`config.mk`:
```
export PLATFORM = sky130hd
export DESIGN_NAME = cwc_window_align
export DESIGN_NICKNAME = d
export VERILOG_FILES = /design/src/rtl/cwc_pkg.sv /design/src/rtl/cwc_window_align.sv
export SDC_FILE = /design/constraint.sdc
export NUM_CORES = 1
export LEC_CHECK = 0
export BUFFER_PORTS_ARGS = -buffer_cell sky130_fd_sc_hd__buf_2
export CAP_MARGIN = 10
export CORE_ASPECT_RATIO = 0.8
export CORE_MARGIN = 5
export CORE_UTILIZATION = 30
export CTS_CLUSTER_SIZE = 14
export DETAILED_ROUTE_END_ITERATION = 12
export PLACE_DENSITY = 0.54
export SYNTH_ARGS = -nofsm -noshare
export SYNTH_HDL_FRONTEND = slang
export SYNTH_SLANG_ARGS = --single-unit
```
`constraint.sdc`:
```
create_clock -name clk -period 2 [get_ports clk]
set_input_delay 0.3 -clock clk [delete_from_list [all_inputs] [get_ports clk]]
set_output_delay 0.3 -clock clk [all_outputs]
set_load 0.05 [all_outputs]
```
`src/rtl/cwc_pkg.sv`:
```
package cwc_pkg;
  localparam int WORD_W  = 10;
  localparam int BYTE_W  = 8;
  localparam int COMMA_W = 7;
  localparam logic [COMMA_W-1:0] COMMA_POS = 7'b0011111;
  localparam logic [COMMA_W-1:0] COMMA_NEG = 7'b1100000;

  // True when the seven oldest window bits form either comma polarity.
  function automatic logic is_comma(input logic [COMMA_W-1:0] head);
    return (head == COMMA_POS) || (head == COMMA_NEG);
  endfunction

  // Even parity across byte and parity bit.
  function automatic logic parity_good(input logic [BYTE_W-1:0] b, input logic p);
    return ((^b) ^ p) == 1'b0;
  endfunction
endpackage

```
`src/rtl/cwc_window_align.sv`:
```
module cwc_window_align
  import cwc_pkg::*;
#(
  parameter int WW = WORD_W
) (
  input  logic          clk,
  input  logic          rst_n,
  input  logic          rx_bit,
  output logic          comma_hit,
  output logic          locked,
  output logic [WW-1:0] word_q,
  output logic          word_valid_q
);
  localparam int CNT_W = $clog2(WW);
  localparam logic [CNT_W-1:0] LAST = CNT_W'(WW - 1);

  logic [WW-1:0]    win;
  logic [CNT_W-1:0] cnt;
  logic             strobe;

  assign comma_hit = is_comma(win[WW-1 -: COMMA_W]);
  assign strobe    = comma_hit || (locked && (cnt == LAST));

  always_ff @(posedge clk) begin
    if (!rst_n) begin
      win          <= '0;
      cnt          <= '0;
      locked       <= 1'b0;
      word_q       <= '0;
      word_valid_q <= 1'b0;
    end else begin
      win          <= {win[WW-2:0], rx_bit};
      locked       <= locked | comma_hit;
      word_valid_q <= strobe;
      if (strobe) begin
        cnt    <= '0;
        word_q <= win;
      end else if (locked) begin
        cnt <= cnt + 1'b1;
      end
    end
  end
endmodule

```
==> results.yml, run 1 <==
synth:
  synth_top_cell_area_share_pct: 53.9
  synth_seq_area_share_pct: 53.9
  syn-num-nets: 99
  synthTopCellsByArea: "dfxtp_1, mux2i_1, nand2_1"
  yosysTopAreaCell: "dfxtp_1"
  ys.warnings.count: 0
  synth_cell_type_count: 22
  syn_inst: 94
  syn_area_sq_um: 966
  syn_area_per_cell_sq_um: 10.3
  yosys_register_bits: 26
floorplanning:
  io-pin-count: 16
  design.core.area_sq_um: 3090
  die_h_microns: 60.8
  initial_core_util_pct: 31.3
  rows: 18
  fp.dieW_microns: 73.4
  dieArea_sq_um: 4460
cells_and_area:
  syn_to_final_growth_pct: 19.6
  layout_common_cells: "dfxtp_1, nand2_1, buf_2, inv_1, mux2i_1"
  final_util_pct: 37.4
  final_common_cell: "dfxtp_1"
  layout.nets: 116
  final_layout_size_suffix_gt1_share_pct: 21.8
  num_antenna_cells: 0
  stdcell_area_sq_um: 1150
place:
  gp_congestion: 0.659
  placed_area_sq_um: 1070
  dp_hpwl_microns: 1090
  io_buffers: 15
timing:
  hold_viol_final: 0
  fmax_mhz: 507
  setup_viol_count_final: 0
  period_share_pct: 98.7
  tightest_slew_ns: 0.425
  rsz0062_at_grt: "yes"
  tns_ns: 0
  period_minus_slack_ns: 1.97
  skew_ns: 0.00269
  relSlewSlack_pct: 71.3
  slew_violations: 0
clocking:
  numClockSinks: 26
  cts_inserted_buffers: 3
  clkLatencyLatePin_ns: 0.26
  cts_tree: "yes"
  hold_buffers: 0
  clockBufferDepth: 2
  htree_levels: 1
  cts-root-buf: "clkbuf_8"
  clk_pin_slew_ns: 0.09
worst_setup_path:
  start_kind: "flip-flop"
  end_kind: "output pin"
  path_class: "flip-flop to output pin"
  worstPathRequired_ns: 1.70
  cp.arrival_ns: 1.67
  critPathMaxFanout: 3
drt:
  via_per_inst: 4.30
  first_pass_iters: 4
  vias: 645
  dr.first_iter.drc_count: 20
  wirelength_microns: 1580
  drc: 0
  final_antenna_net_count: 0
  wl_per_cell_microns: 10.5
grt:
  grt_max_degree: 28
  grt_usage_pct: 7.89
  gr-total-overflow: 0
  grt_pass1_vias: 618
  grt_pass1_wl_microns: 2680
  antenna_found_initial: 0
flow_run:
  cap_violations: 0
pwr:
  powerDensity_nw_per_um2: 832
  p_leak_nw: 0.539
  vdd_drop_max_v: 0.000513
hold_path:
  min_path_type: "input pin to flip-flop"
outcome:
  status: "finished, final reports clean"
[worst paths after layout]
path,depth (start not counted),end,slack [ns],startpoint
hold reg to reg,2,win[3]$_SDFF_PN0_,0.45,win[2]$_SDFF_PN0_
hold / removal,2,win[0]$_SDFF_PN0_,0.24,rx_bit
setup / recovery,4,comma_hit,0.03,win[3]$_SDFF_PN0_
setup reg to reg,6,word_q[3]$_SDFFE_PN0P_,0.21,win[3]$_SDFF_PN0_
[timing repair]
item | CTS | global route
setup endpoints to repair | 1 | 1
resized for setup | 2 | 1
pin swaps | 2 | 0
buffers inserted | 1 | 0
[synth_stat cells (all sizes together)]
cell and instances:
a211o 1, or4 1, nand4 2, nand2 21
xnor2 1, and4b 1, dfxtp 26, nor3b 5
nor4b 1, ha 2, xor2 2, o211ai 1
mux2i 9, and2 2, inv 10, clkbuf 3
o21ai 2, a21o 1, buf 2, o21a 1
[cells by family after synthesis]
group	after synthesis	synth area share (%)
DFF	26	53.9
buffers and inverters	15	8.29
adders and majority gates	2	2.59
muxes	9	9.33
xor gates and xnor gates	3	2.72
AOI/OAI and AO/OA	6	4.28
and+or+nand+nor	33	18.9
[flip-flops by register name, indices dropped and copies added, names as in the netlist]
signal and count:
cnt 4, locked 1, win 10, word_q 10
word_valid_q 1
[where the power goes]
part | total (mW) | internal, mW | switching (mW) | leakage (nW)
registers | 0.522 | 0.520 | 0.00119 | 0.210
clock network | 0.425 | 0.267 | 0.158 | 0.0357
logic | 0.0144 | 0.00479 | 0.00963 | 0.293
total | 0.961 | 0.793 | 0.169 | 0.539
[stage by stage]
step                      power [mW]  setup WS [ns]  std cells  hold WS, ns
after CTS                      0.977         0.0124        150        0.230
after floorplan                0.545          0.221         94        0.404
final                          0.961         0.0262        150        0.237
after global placement         0.548          0.207        145        0.416
after detailed placement       0.548          0.194        145        0.427
after global routing           0.993        -0.0567        150        0.230
[layout make-up]
class | count | area [sq um]
clock buffer | 3 | 41.3
clock inverter | 1 | 30.0
fill | 312 | 1930
inverter | 10 | 37.5
multi-input combinational | 53 | 365
sequential | 26 | 522
tap | 40 | 50.0
timing repair buffer | 17 | 109
[per-layer routing]
layer  part of all wire, %  vias to the layer above  wire length [microns]  track usage, %
met5                     0                        -                      0               0
met3                   6.3                        2                    100            3.64
met2                    42                       13                    664            11.7
li1                      -                      338                      -               -
met4                  0.51                        0                      8            1.55
met1                    51                      292                    806            10.6
[critical path, cell delays in order (launching register included)]
cell     delay, ns
dfxtp_2       0.33
or4_4         0.55
nor3b_4       0.20
a21o_1        0.17
buf_6         0.16
Power figures use the tool's default switching activity.
==> run 2: changes to the inputs <==
==> constraint.sdc (replaced) <==
create_clock -name clk -period 2 [get_ports clk]
set_input_delay 0.3 -clock clk [delete_from_list [all_inputs] [get_ports clk]]
set_output_delay 0.3 -clock clk [all_outputs]
set_load 0.005 [all_outputs]
==> run 2 against run 1 <==
Net effect: first-iteration DRC count grew 110%; register-to-register slack is essentially flat; cell count grew 0.67%; sequential power is essentially flat; final area grew 0.22%; core utilization grew 0.081 points; via count grew 0.16%; non-clock buffer count grew 1; sequential share of layout area is essentially flat; flip-flop and latch count is the same; largest power group unchanged.
==> results.yml, run 2 (synthesized netlist as in run 1, its figures left out) <==
drt:
  wirelength_microns: 1570
  wl_per_cell_microns: 10.4
  via_per_inst: 4.28
  vias: 646
  dr.first_iter.drc_count: 41
  drc: 0
  first_pass_iters: 4
  final_antenna_net_count: 0
floorplanning:
  dieArea_sq_um: 4460
  design.core.area_sq_um: 3090
  io-pin-count: 16
  die_h_microns: 60.8
  initial_core_util_pct: 31.3
  rows: 18
  fp.dieW_microns: 73.4
worst_setup_path:
  path_delay_family: "simple AND/OR/NAND/NOR gates"
  cp_num_cells: 4
  critPathMaxFanout: 3
  start_kind: "flip-flop"
  r2r_slack_ns: 0.21
  reg2reg_depth: 6
  worstPathRequired_ns: 1.70
  path_class: "flip-flop to output pin"
  cpPeakStageDelay_ns: 0.54
  crit_path_top_delay_cell: "or4_4"
  worstPathCellList: "or4_4 -> nor3b_4 -> a21o_1 -> buf_2"
  end_kind: "output pin"
  cp.arrival_ns: 1.63
  path_buf_inv: 1
grt:
  grt_pass1_vias: 652
  grt_max_degree: 28
  grt_pass1_wl_microns: 2780
  antenna_found_initial: 0
  gr-total-overflow: 0
  grt_usage_pct: 8.18
clocking:
  cts_tree: "yes"
  htree_levels: 1
  clk_pin_slew_ns: 0.08
  clkLatencyLatePin_ns: 0.26
  clockBufferDepth: 2
  cts-root-buf: "clkbuf_8"
  cts_inserted_buffers: 3
  numClockSinks: 26
cells_and_area:
  syn_to_final_growth_pct: 19.8
  final_util_pct: 37.5
  num-fill-cells: 323
  layout.nets: 117
  final_layout_size_suffix_gt1_share_pct: 23.4
  final_common_cell: "dfxtp_1"
  layout_common_cells: "dfxtp_1, nand2_1, buf_2, inv_1, mux2i_1"
  num_antenna_cells: 0
  stdcell_area_sq_um: 1160
  reg_top3: "win x10, word_q x10, cnt x4"
pwr:
  powerDensity_nw_per_um2: 825
  p_leak_nw: 0.545
  vdd_drop_max_v: 0.000469
  power.total_mw: 0.954
hold_path:
  min_path_type: "input pin to flip-flop"
  worstHoldPathCells: 2
timing:
  hold_viol_final: 0
  setup_viol_count_final: 0
  slew_violations: 0
  tns_ns: 0
  fmax_mhz: 518
  relSlewSlack_pct: 70.8
  period_share_pct: 96.5
  skew_ns: 0.00201
  period_minus_slack_ns: 1.93
  rsz0062_at_grt: "yes"
  tightest_slew_ns: 0.438
place:
  dp_hpwl_microns: 1070
  gp_congestion: 0.738
  placed_area_sq_um: 1070
  io_buffers: 15
flow_run:
  cap_violations: 0
outcome:
  status: "finished, final reports clean"
run 2: cell types whose count changed in the layout (fill, tap and decap cells not counted):
cell / previous run / this run
dfxtp_2: 1 / 2
buf_6: 1 / 0
buf_2: 14 / 15
buf_4: 1 / 2
dfxtp_1: 25 / 24
run 2: final timing paths:
kind	startpoint	endpoint
setup / recovery	win[3]$_SDFF_PN0_	comma_hit
setup reg to reg	win[3]$_SDFF_PN0_	word_q[0]$_SDFFE_PN0P_
hold / removal	rx_bit	win[0]$_SDFF_PN0_
hold reg to reg	win[1]$_SDFF_PN0_	win[2]$_SDFF_PN0_
run 2: worst reg2reg max path, cell delays in order (launching register included):
cell	delay [ns]
dfxtp_2	0.33
or4_4	0.54
nor3b_4	0.21
buf_4	0.14
a211o_1	0.16
buf_12	0.16
mux2i_1	0.19
run 2: final cells by class:
class                           count  area [sq um]  share of cell area, %
Sequential cell                    26           523                   45.2
Clock inverter                      1          30.0                   2.59
Clock buffer                        3          41.3                   3.57
Multi-Input combinational cell     53           365                   31.6
Inverter                           10          37.5                   3.24
Timing Repair Buffer               18           110                   9.51
Tap cell                           40          50.0                   4.32
run 2: metrics by stage:
stage,hold WS (ns),worst slack [ns],instances
after floorplan,0.404,0.319,94
after global placement,0.415,0.336,145
after detailed placement,0.415,0.302,145
after CTS,0.228,0.0171,149
after global routing,0.236,-0.0405,151
final,0.236,0.0702,151
run 2: per-layer routing:
layer	wire, microns	GRT usage [%]	vias up	share of wire [%]
li1	-	-	334	-
met1	801	9.62	295	51
met2	665	13.3	15	42
met3	93	4.14	2	5.9
met4	7	2.33	0	0.45
met5	0	0	-	0
run 2: power breakdown:
part           total [mW]  leakage [nW]  internal, mW  switching, mW
clock               0.418        0.0357         0.267          0.151
sequential          0.522         0.211         0.520        0.00118
combinational      0.0143         0.298       0.00478        0.00952
total               0.954         0.545         0.792          0.162
run 2: what timing repair did:
item | CTS | global route
hold buffers | 0 | 0
setup endpoints to repair | 0 | 1
resized for setup | 0 | 2
buffers inserted | 0 | 2
